**src/rtl/mbus_pkg.sv**
```systemverilog
package mbus_pkg;

  localparam int LANES = 4;
  localparam int CNT_W = 2;
  localparam int PA_W  = 4;

  typedef enum logic [2:0] {
    ST_IDLE  = 3'd0,
    ST_ADDR  = 3'd1,
    ST_DATA  = 3'd2,
    ST_RECOV = 3'd3,
    ST_HOLD  = 3'd4
  } bus_st_e;

  localparam logic [1:0] WID_8    = 2'b00;
  localparam logic [1:0] WID_16   = 2'b01;
  localparam logic [1:0] WID_32   = 2'b10;
  localparam logic [1:0] WID_HALT = 2'b11;

  // bytes moved by one transfer on a region of width code w
  function automatic logic [PA_W-1:0] beat_step(input logic [1:0] w);
    logic [PA_W-1:0] s;
    case (w)
      WID_8:   s = 4'd1;
      WID_16:  s = 4'd2;
      default: s = 4'd4;
    endcase
    return s;
  endfunction

  // clear the offset bits that a region of this width cannot address
  function automatic logic [PA_W-1:0] align_start(input logic [PA_W-1:0] a,
                                                  input logic [1:0] w);
    return a & ~(beat_step(w) - 4'd1);
  endfunction

  // active-low lane pins; narrow regions reuse low pins as address bits
  function automatic logic [LANES-1:0] lane_map(input logic [1:0] w,
                                                input logic [LANES-1:0] be,
                                                input logic [PA_W-1:0] pa);
    logic [LANES-1:0] r;
    r = '1;
    case (w)
      WID_8: r[1:0] = pa[1:0];
      WID_16: begin
        r[0] = ~be[0];
        r[1] = pa[1];
        r[3] = ~be[1];
      end
      default: r = ~be;
    endcase
    return r;
  endfunction

endpackage

```
**src/rtl/mbus_seq.sv**
```systemverilog
module mbus_seq
  import mbus_pkg::*;
(
  input  logic    clk,
  input  logic    rst_n,
  input  logic    req_valid,
  input  logic    hold_req,
  input  logic    lock_busy,
  input  logic    rdy,
  input  logic    last_beat,
  output bus_st_e st,
  output logic    req_take,
  output logic    grant_hold,
  output logic    beat_done
);

  bus_st_e st_nx;

  always_comb begin
    grant_hold = (st == ST_IDLE) && hold_req && !lock_busy;
    req_take   = (st == ST_IDLE) && req_valid && !grant_hold;
    beat_done  = (st == ST_DATA) && rdy;
  end

  always_comb begin
    st_nx = st;
    case (st)
      ST_IDLE: begin
        if (grant_hold)    st_nx = ST_HOLD;
        else if (req_take) st_nx = ST_ADDR;
      end
      ST_ADDR:  st_nx = ST_DATA;
      ST_DATA:  if (beat_done && last_beat) st_nx = ST_RECOV;
      ST_RECOV: if (rdy) st_nx = ST_IDLE;
      ST_HOLD:  if (!hold_req) st_nx = ST_IDLE;
      default:  st_nx = ST_IDLE;
    endcase
  end

  always_ff @(posedge clk or negedge rst_n) begin
    if (!rst_n) st <= ST_IDLE;
    else        st <= st_nx;
  end


  rcv_wait_chk: assert property (@(posedge clk) disable iff (!rst_n)
    (st == ST_RECOV && !rdy) |=> (st == ST_RECOV));


  last_to_rcv_chk: assert property (@(posedge clk) disable iff (!rst_n)
    (beat_done && last_beat) |=> (st == ST_RECOV));

endmodule

```
**src/rtl/mbus_beat.sv**
```systemverilog
module mbus_beat
  import mbus_pkg::*;
(
  input  logic             clk,
  input  logic             rst_n,
  input  logic             load,
  input  logic             advance,
  input  logic [PA_W-1:0]  start_pa,
  input  logic [CNT_W-1:0] beats_m1,
  input  logic [1:0]       wid_ld,
  input  logic [1:0]       wid_run,
  output logic [PA_W-1:0]  pa,
  output logic             last_beat
);

  logic [CNT_W-1:0] remain;

  always_ff @(posedge clk or negedge rst_n) begin
    if (!rst_n) begin
      pa     <= '0;
      remain <= '0;
    end else if (load) begin
      pa     <= align_start(start_pa, wid_ld);
      remain <= beats_m1;
    end else if (advance) begin
      pa <= pa + beat_step(wid_run);
      if (remain != '0) remain <= remain - 1'b1;
    end
  end

  assign last_beat = (remain == '0);


  pa_moves_chk: assert property (@(posedge clk) disable iff (!rst_n)
    advance |=> (pa != $past(pa)));

endmodule

```
**src/rtl/mbus_pins.sv**
```systemverilog
module mbus_pins
  import mbus_pkg::*;
#(
  parameter int DATA_W = 32
) (
  input  logic              clk,
  input  logic              rst_n,
  input  bus_st_e           st,
  input  logic              write_q,
  input  logic [1:0]        wid_q,
  input  logic [LANES-1:0]  be_q,
  input  logic [PA_W-1:0]   pa,
  input  logic              last_beat,
  input  logic [DATA_W-1:2] addr_hi,
  input  logic [CNT_W-1:0]  cnt_q,
  input  logic [DATA_W-1:0] wr_data,
  input  logic              core_halt,
  output logic [DATA_W-1:0] ad_out,
  output logic              ad_oe,
  output logic              ale,
  output logic              ads_n,
  output logic              den_n,
  output logic              blast_n,
  output logic [LANES-1:0]  be_n,
  output logic [1:0]        wa,
  output logic [1:0]        wid,
  output logic              hlda,
  output logic              drv_en
);

  logic in_addr, in_data;

  always_comb begin
    in_addr = (st == ST_ADDR);
    in_data = (st == ST_DATA);
    ale     = in_addr;
    ads_n   = !in_addr;
    den_n   = !in_data;
    blast_n = !(in_data && last_beat);
    hlda    = (st == ST_HOLD);
    drv_en  = (st != ST_HOLD);
    ad_oe   = in_addr || (in_data && write_q);
    be_n    = lane_map(wid_q, be_q, pa);
    wa      = pa[3:2];
    wid     = ((st == ST_IDLE) && core_halt) ? WID_HALT : wid_q;
    if (in_addr)                ad_out = {addr_hi, cnt_q};
    else if (in_data && write_q) ad_out = wr_data;
    else                        ad_out = '0;
  end


  ads_single_chk: assert property (@(posedge clk) disable iff (!rst_n)
    !ads_n |=> (ads_n && !ale && !den_n));

endmodule

```
**src/rtl/mbus_ctrl.sv**
```systemverilog
module mbus_ctrl
  import mbus_pkg::*;
#(
  parameter int DATA_W = 32
) (
  input  logic              clk,
  input  logic              rst_n,
  input  logic              req_valid,
  output logic              req_ready,
  input  logic [DATA_W-1:0] req_addr,
  input  logic              req_write,
  input  logic              req_code,
  input  logic [CNT_W-1:0]  req_cnt,
  input  logic [LANES-1:0]  req_be,
  input  logic [1:0]        req_wid,
  input  logic [DATA_W-1:0] wr_data,
  output logic              wd_next,
  output logic              rd_valid,
  output logic [DATA_W-1:0] rd_data,
  input  logic              lock_req,
  input  logic              core_halt,
  output logic [DATA_W-1:0] ad_out,
  input  logic [DATA_W-1:0] ad_in,
  output logic              ad_oe,
  output logic              ale,
  output logic              ads_n,
  output logic [LANES-1:0]  be_n,
  output logic [1:0]        wa,
  output logic [1:0]        wid,
  output logic              dtr,
  output logic              den_n,
  output logic              blast_n,
  output logic              fetch,
  input  logic              rdy,
  input  logic              hold_req,
  output logic              hlda,
  output logic              lock_n,
  output logic              drv_en
);

  bus_st_e            st;
  logic               req_take, grant_hold, beat_done, last_beat;
  logic [PA_W-1:0]    pa;
  logic [DATA_W-1:2]  addr_q;
  logic [CNT_W-1:0]   cnt_q;
  logic               write_q, code_q, lock_q;
  logic [1:0]         wid_q;
  logic [LANES-1:0]   be_q;
  logic               lock_busy;

  assign lock_busy = lock_q || lock_req;

  always_ff @(posedge clk or negedge rst_n) begin
    if (!rst_n) begin
      addr_q  <= '0;
      cnt_q   <= '0;
      write_q <= 1'b0;
      code_q  <= 1'b0;
      wid_q   <= WID_32;
      be_q    <= '0;
      lock_q  <= 1'b0;
    end else begin
      if (req_take) begin
        addr_q  <= req_addr[DATA_W-1:2];
        cnt_q   <= req_cnt;
        write_q <= req_write;
        code_q  <= req_code;
        wid_q   <= req_wid;
        be_q    <= req_be;
      end
      if (st == ST_IDLE) lock_q <= lock_req;
    end
  end

  mbus_seq u_seq (
    .clk        (clk),
    .rst_n      (rst_n),
    .req_valid  (req_valid),
    .hold_req   (hold_req),
    .lock_busy  (lock_busy),
    .rdy        (rdy),
    .last_beat  (last_beat),
    .st         (st),
    .req_take   (req_take),
    .grant_hold (grant_hold),
    .beat_done  (beat_done)
  );

  mbus_beat u_beat (
    .clk       (clk),
    .rst_n     (rst_n),
    .load      (req_take),
    .advance   (beat_done),
    .start_pa  (req_addr[PA_W-1:0]),
    .beats_m1  (req_cnt),
    .wid_ld    (req_wid),
    .wid_run   (wid_q),
    .pa        (pa),
    .last_beat (last_beat)
  );

  mbus_pins #(.DATA_W(DATA_W)) u_pins (
    .clk       (clk),
    .rst_n     (rst_n),
    .st        (st),
    .write_q   (write_q),
    .wid_q     (wid_q),
    .be_q      (be_q),
    .pa        (pa),
    .last_beat (last_beat),
    .addr_hi   (addr_q),
    .cnt_q     (cnt_q),
    .wr_data   (wr_data),
    .core_halt (core_halt),
    .ad_out    (ad_out),
    .ad_oe     (ad_oe),
    .ale       (ale),
    .ads_n     (ads_n),
    .den_n     (den_n),
    .blast_n   (blast_n),
    .be_n      (be_n),
    .wa        (wa),
    .wid       (wid),
    .hlda      (hlda),
    .drv_en    (drv_en)
  );

  assign req_ready = req_take;
  assign rd_valid  = beat_done && !write_q;
  assign wd_next   = beat_done && write_q;
  assign rd_data   = ad_in;
  assign dtr       = write_q;
  assign fetch     = code_q;
  assign lock_n    = !lock_q;


  dtr_stable_chk: assert property (@(posedge clk) disable iff (!rst_n)
    (!den_n && !$past(den_n)) |-> $stable(dtr));


  blast_wait_chk: assert property (@(posedge clk) disable iff (!rst_n)
    (!blast_n && !rdy) |=> !blast_n);


  be32_stable_chk: assert property (@(posedge clk) disable iff (!rst_n)
    (!den_n && !$past(den_n) && wid == WID_32) |-> $stable(be_n));


  hold_float_chk: assert property (@(posedge clk) disable iff (!rst_n)
    hlda |-> (!drv_en && !ad_oe && ads_n));


  hold_unlocked_chk: assert property (@(posedge clk) disable iff (!rst_n)
    $rose(hlda) |-> (lock_n && $past(lock_n)));


  lock_frozen_chk: assert property (@(posedge clk) disable iff (!rst_n)
    !den_n |-> $stable(lock_n));

endmodule

```
**config.mk**
```make
export PLATFORM = sky130hd
export DESIGN_NAME = mbus_ctrl
export DESIGN_NICKNAME = d
export VERILOG_FILES = /design/src/rtl/mbus_pkg.sv /design/src/rtl/mbus_seq.sv /design/src/rtl/mbus_beat.sv /design/src/rtl/mbus_pins.sv /design/src/rtl/mbus_ctrl.sv
export SDC_FILE = /design/constraint.sdc
export NUM_CORES = 1
export LEC_CHECK = 0
export ABC_AREA = 1
export BUFFER_PORTS_ARGS = -buffer_cell sky130_fd_sc_hd__buf_2
export CAP_MARGIN = 25
export CORE_UTILIZATION = 49
export DETAILED_ROUTE_END_ITERATION = 8
export HOLD_SLACK_MARGIN = 0.02
export PLACE_DENSITY = 0.91
export SKIP_CTS_REPAIR_TIMING = 1
export SYNTH_ARGS = -nofsm -noshare
export SYNTH_HDL_FRONTEND = slang
export SYNTH_HIERARCHICAL = 1
export SYNTH_SLANG_ARGS = --single-unit
```
**constraint.sdc**
```tcl
create_clock -name clk -period 2.9 [get_ports clk]
set_input_delay 0 -clock clk [delete_from_list [all_inputs] [get_ports clk]]
set_output_delay 0 -clock clk [all_outputs]
set_load 0.1 [all_outputs]
```
==> flow_summary.ini, run 1 <==
[final_layout]
n_antenna_cell = 0
post-route-util_pct = 69.0
num-fill-cells = 580
fin_nets = 732
area_delta_synth_final_pct = 34.1
drive_above_1_share_pct = 31.4

[global_routing]
grt_busiest_layer = met2
met3_usage_pct = 4.27
grt_antenna_before_repair = 0
grt_max_degree = 48
grt_pass1_vias = 3214
met1_usage_pct = 28.7
grt_pass1_wl_mm = 14.6
track_usage_pct = 24.6
grt_use_met2_pct = 44.6
grt_overflow_total = 0

[clock_tree]
clock_sinks = 50
worstSkewPairLatency_ns = 0.30
cts_root_buf = clkbuf_8
h-tree-depth = 2
cts_buffers = 5
cts_buffer_depth = 2
clkTransAtPathRegs_ns = 0.08
cts_tree = built

[synthesis]
postSynthCellCount = 456
syn_nets = 574
ys_warn_count = 6
syn_area_mm2 = 0.00355
synth_area_per_cell_um2 = 7.80

[timing]
skew_ns = 0.0111
min_period_over_period_pct = 84.8
finalSetupViolCount = 0
finalHoldViolations = 0
maxSlewHeadroom_pct = 31.9
fmax_ghz = 0.407
worst_slew_pin_slew_ns = 1.02
report.final.slew_viol_count = 0
rsz0062_at_grt = no
tns_ns = 0
holdWs_ns = 0.0158
period_minus_slack_ns = 2.46

[route]
wl_per_cell_um = 14.9
vias_per_cell = 5.25
drc_errors = 0
vias = 3730
first_pass_iters = 5
wl_mm = 10.6
initialDrtViolationCount = 161
drtAntennaViolNets = 0

[setup_path]
crit_arrival_ns = 2.46
cp-end-kind = output port
slowest_stage = dfrtp_1
cp.required_ns = 2.90
path_delay_family = buffers and inverters
slowest_delay_ns = 0.66
critical_path_buf_inv_count = 2
worst_setup_path_start_kind = flip-flop
crit_fanout = 35
cp_cell_sequence = buf_4 -> nor2_8 -> nand4_1 -> nand2_1 -> buf_2
critPathKind = reg -> out

[floorplan]
die_w_um = 87.2
start_util_pct = 51.5
die_h_um = 87.2
core.rowCount = 30
pin_count = 198
die_area_mm2 = 0.00760
core-area_mm2 = 0.00691

[placement]
dp_hpwl_mm = 6.93
port_buffers = 133
place.gp.congestion = 0.837

[outcome]
outcome = completed

[job]
maxCapViolations = 0

[min_path]
hp-class = in -> reg
metal layers:
metal	up-vias	wire length, um	share of wire (%)
li1	1772	-	-
met1	1741	4000	38
met2	189	5660	54
met3	28	636	6.0
met4	0	277	2.6
met5	-	0	0
flip-flops by register name (all words and copies together) (netlist names):
register and flops:
addr_q 30, be_q 4, cnt_q 2, dtr 1, fetch 1, lock_q 1, u_beat/pa 4, u_beat/remain 2
u_seq/st 3, wid_q 2
worst reg2reg max path: stages (launching register included):
cell     delay [ns]
dfrtp_1        0.66
nor3_2         0.35
nand2_1        0.18
nor2_4         0.54
buf_4          0.40
nand2_1        0.12
o21ai_1        0.09
path summary, 6_finish.rpt:
| kind | depth (start not counted) | endpoint | slack, ns | start |
|---|---|---|---|---|
| max in group asynchronous | 3 | u_seq/st[0]$_DFFE_PN0P_ | 2.13 | rst_n |
| max reg2reg | 6 | addr_q[23]$_DFFE_PN0P_ | 0.50 | u_seq/st[0]$_DFFE_PN0P_ |
| min | 4 | u_seq/st[0]$_DFFE_PN0P_ | 0.02 | rdy |
| max | 5 | ad_out[9] | 0.44 | u_seq/st[0]$_DFFE_PN0P_ |
| min in group asynchronous | 2 | wid_q[0]$_DFFE_PN0P_ | 0.23 | rst_n |
| min reg2reg | 2 | addr_q[15]$_DFFE_PN0P_ | 0.52 | addr_q[15]$_DFFE_PN0P_ |
cell usage in the layout, fill, tap and decap left out, drive strengths merged:
cell type and count:
a21oi 4, nor3 3, nand2 107, a22oi 2, clkbuf 7, o21ai 46
xor2 2, or2 2, a31oi 1, clkinv 1, dlygate4sd3 76, nand3 12
nand3b 1, buf 141, dfstp 1, fa 1, nor2 19, o211ai 1
ha 4, nand4 64, dfrtp 49, inv 71
through the flow:
step	area, um^2	cells	worst slack [ns]
3_3_place_gp	3880	626	0.718
6_report	4770	711	0.440
4_1_cts	4010	635	0.430
2_1_floorplan	3560	456	0.148
5_1_grt	4770	711	0.194
3_5_place_dp	3900	627	0.563
area by class of cell:
type,count,area (um^2),share of cell area [%]
clock buffers,7,96.3,2.02
flip-flops and latches,50,1250,26.3
repair buffers,217,1530,32.0
well taps,96,120,2.52
clock inverters,1,8.76,0.184
multi-input cells,269,1500,31.4
inverters,71,267,5.59
Power of run 1 is left out: the tool's default activity adds up to more than one toggle a clock period on the data nets, which glitch-free logic cannot reach.
==> inputs of run 2 (changes only) <==
--- a/config.mk
+++ b/config.mk
@@ -8,10 +8,10 @@
 export ABC_AREA = 1
 export BUFFER_PORTS_ARGS = -buffer_cell sky130_fd_sc_hd__buf_2
 export CAP_MARGIN = 25
-export CORE_UTILIZATION = 49
+export CORE_UTILIZATION = 45
 export DETAILED_ROUTE_END_ITERATION = 8
 export HOLD_SLACK_MARGIN = 0.02
-export PLACE_DENSITY = 0.91
+export PLACE_DENSITY = 0.85
 export SKIP_CTS_REPAIR_TIMING = 1
 export SYNTH_ARGS = -nofsm -noshare
 export SYNTH_HDL_FRONTEND = slang
==> constraint.sdc (replaced) <==
create_clock -name clk -period 2.5 [get_ports clk]
set_input_delay 0 -clock clk [delete_from_list [all_inputs] [get_ports clk]]
set_output_delay 0 -clock clk [all_outputs]
set_load 0.1 [all_outputs]
==> flow_summary.ini, run 2 (synthesis results as in run 1) <==
[outcome]
outcome = completed

[clock_tree]
cts_buffer_depth = 2
worstSkewPairLatency_ns = 0.30
clkTransAtPathRegs_ns = 0.09
cts_root_buf = clkbuf_8
clock_sinks = 50
h-tree-depth = 2
cts_tree = built
cts_buffers = 5

[timing]
report.final.slew_viol_count = 0
finalHoldViolations = 0
period_minus_slack_ns = 2.22
worst_slew_pin_slew_ns = 1.01
fmax_ghz = 0.450
maxSlewHeadroom_pct = 32.4
skew_ns = 0.00918
min_period_over_period_pct = 89.0
finalSetupViolCount = 0
tns_ns = 0
rsz0062_at_grt = no

[global_routing]
grt_overflow_total = 0
grt_max_degree = 40
grt_antenna_before_repair = 0
grt_pass1_vias = 3221
grt_pass1_wl_mm = 15.4
track_usage_pct = 23.4

[placement]
port_buffers = 133
place.gp.congestion = 0.899
dp_hpwl_mm = 7.17

[floorplan]
pin_count = 198
core.rowCount = 32
start_util_pct = 46.2
core-area_mm2 = 0.00769
die_w_um = 90.9
die_area_mm2 = 0.00826
die_h_um = 90.9

[route]
vias = 3829
initialDrtViolationCount = 259
wl_per_cell_um = 15.9
wl_mm = 11.4
first_pass_iters = 7
drc_errors = 0
vias_per_cell = 5.35
drtAntennaViolNets = 0

[final_layout]
post-route-util_pct = 62.5
drive_above_1_share_pct = 31.4
fin_nets = 732
n_antenna_cell = 0
num-fill-cells = 667
area_delta_synth_final_pct = 35.2
reg.largest.list = addr_q x30, be_q x4, u_beat/pa x4
mostFrequentLayoutCell = buf_2
registers.top_by_ff_count = addr_q
multiInputGateArea_mm2 = 0.00150
largest_register_ffs = 30
layout_common_cells = buf_2 (129), nand2_1 (105), dlygate4sd3_1 (76), inv_1 (68), nand4_1 (64)
seqCellArea_mm2 = 0.00125

[job]
maxCapViolations = 0

[setup_path]
critPathKind = reg -> out
worst_setup_path_start_kind = flip-flop
cp.required_ns = 2.50
cp_cell_sequence = nor2_8 -> nand4_1 -> nand2_1 -> buf_2
critical_path_buf_inv_count = 1
crit_cells = 4
cp-end-kind = output port
slowest_delay_ns = 0.64
slowest_stage = dfrtp_1
reg2regPathDepth = 7
crit_fanout = 35
path_delay_family = simple AND/OR/NAND/NOR gates
crit_arrival_ns = 2.22

[min_path]
hp-class = in -> reg
whs_path_depth = 4
run 2: area by class of cell:
cell class | instances | area share [%]
timing repair buffer | 217 | 32.2
multi-input combinational | 269 | 31.2
sequential | 50 | 26.1
inverter | 71 | 5.55
tap | 102 | 2.66
clock buffer | 6 | 1.72
clock inverter | 1 | 0.625
run 2: final timing paths:
| kind | from | end | slack, ns |
|---|---|---|---|
| setup reg to reg | u_seq/st[0]$_DFFE_PN0P_ | u_beat/pa[2]$_DFFE_PN0P_ | 0.49 |
| hold reg to reg | lock_q$_DFFE_PN0N_ | lock_q$_DFFE_PN0N_ | 0.51 |
| setup / recovery | u_seq/st[0]$_DFFE_PN0P_ | ad_out[29] | 0.28 |
| min in group asynchronous | rst_n | addr_q[26]$_DFFE_PN0P_ | 0.18 |
| max in group asynchronous | rst_n | wid_q[1]$_DFFE_PN1P_ | 1.52 |
| hold / removal | rdy | u_seq/st[0]$_DFFE_PN0P_ | 0.02 |
run 2: worst min-delay path, stage by stage:
cell and delay, ns:
buf_2 0.10, nor2_1 0.04, nand2_1 0.08, nand2_1 0.06
run 2: metal layers:
layer | part of all wire [%] | global-route usage, % | vias up
li1 | - | - | 1778
met1 | 36 | 26.6 | 1794
met2 | 55 | 43.5 | 211
met3 | 5.7 | 3.87 | 46
met4 | 3.7 | 9.13 | 0
met5 | 0 | 0 | -
run 2: metrics by stage:
| stage | hold WS (ns) | setup WS, ns | cells | instance area [um^2] |
|---|---|---|---|---|
| floorplan | -0.296 | 0.0196 | 456 | 3560 |
| global placement | -0.0313 | 0.640 | 633 | 3930 |
| finish | 0.0211 | 0.276 | 716 | 4810 |
| detailed placement | -0.0168 | 0.518 | 633 | 3930 |
| global route | 0.0276 | 0.141 | 716 | 4810 |
| CTS | -0.345 | 0.282 | 640 | 4050 |
Power of run 2 is left out for the same reason.
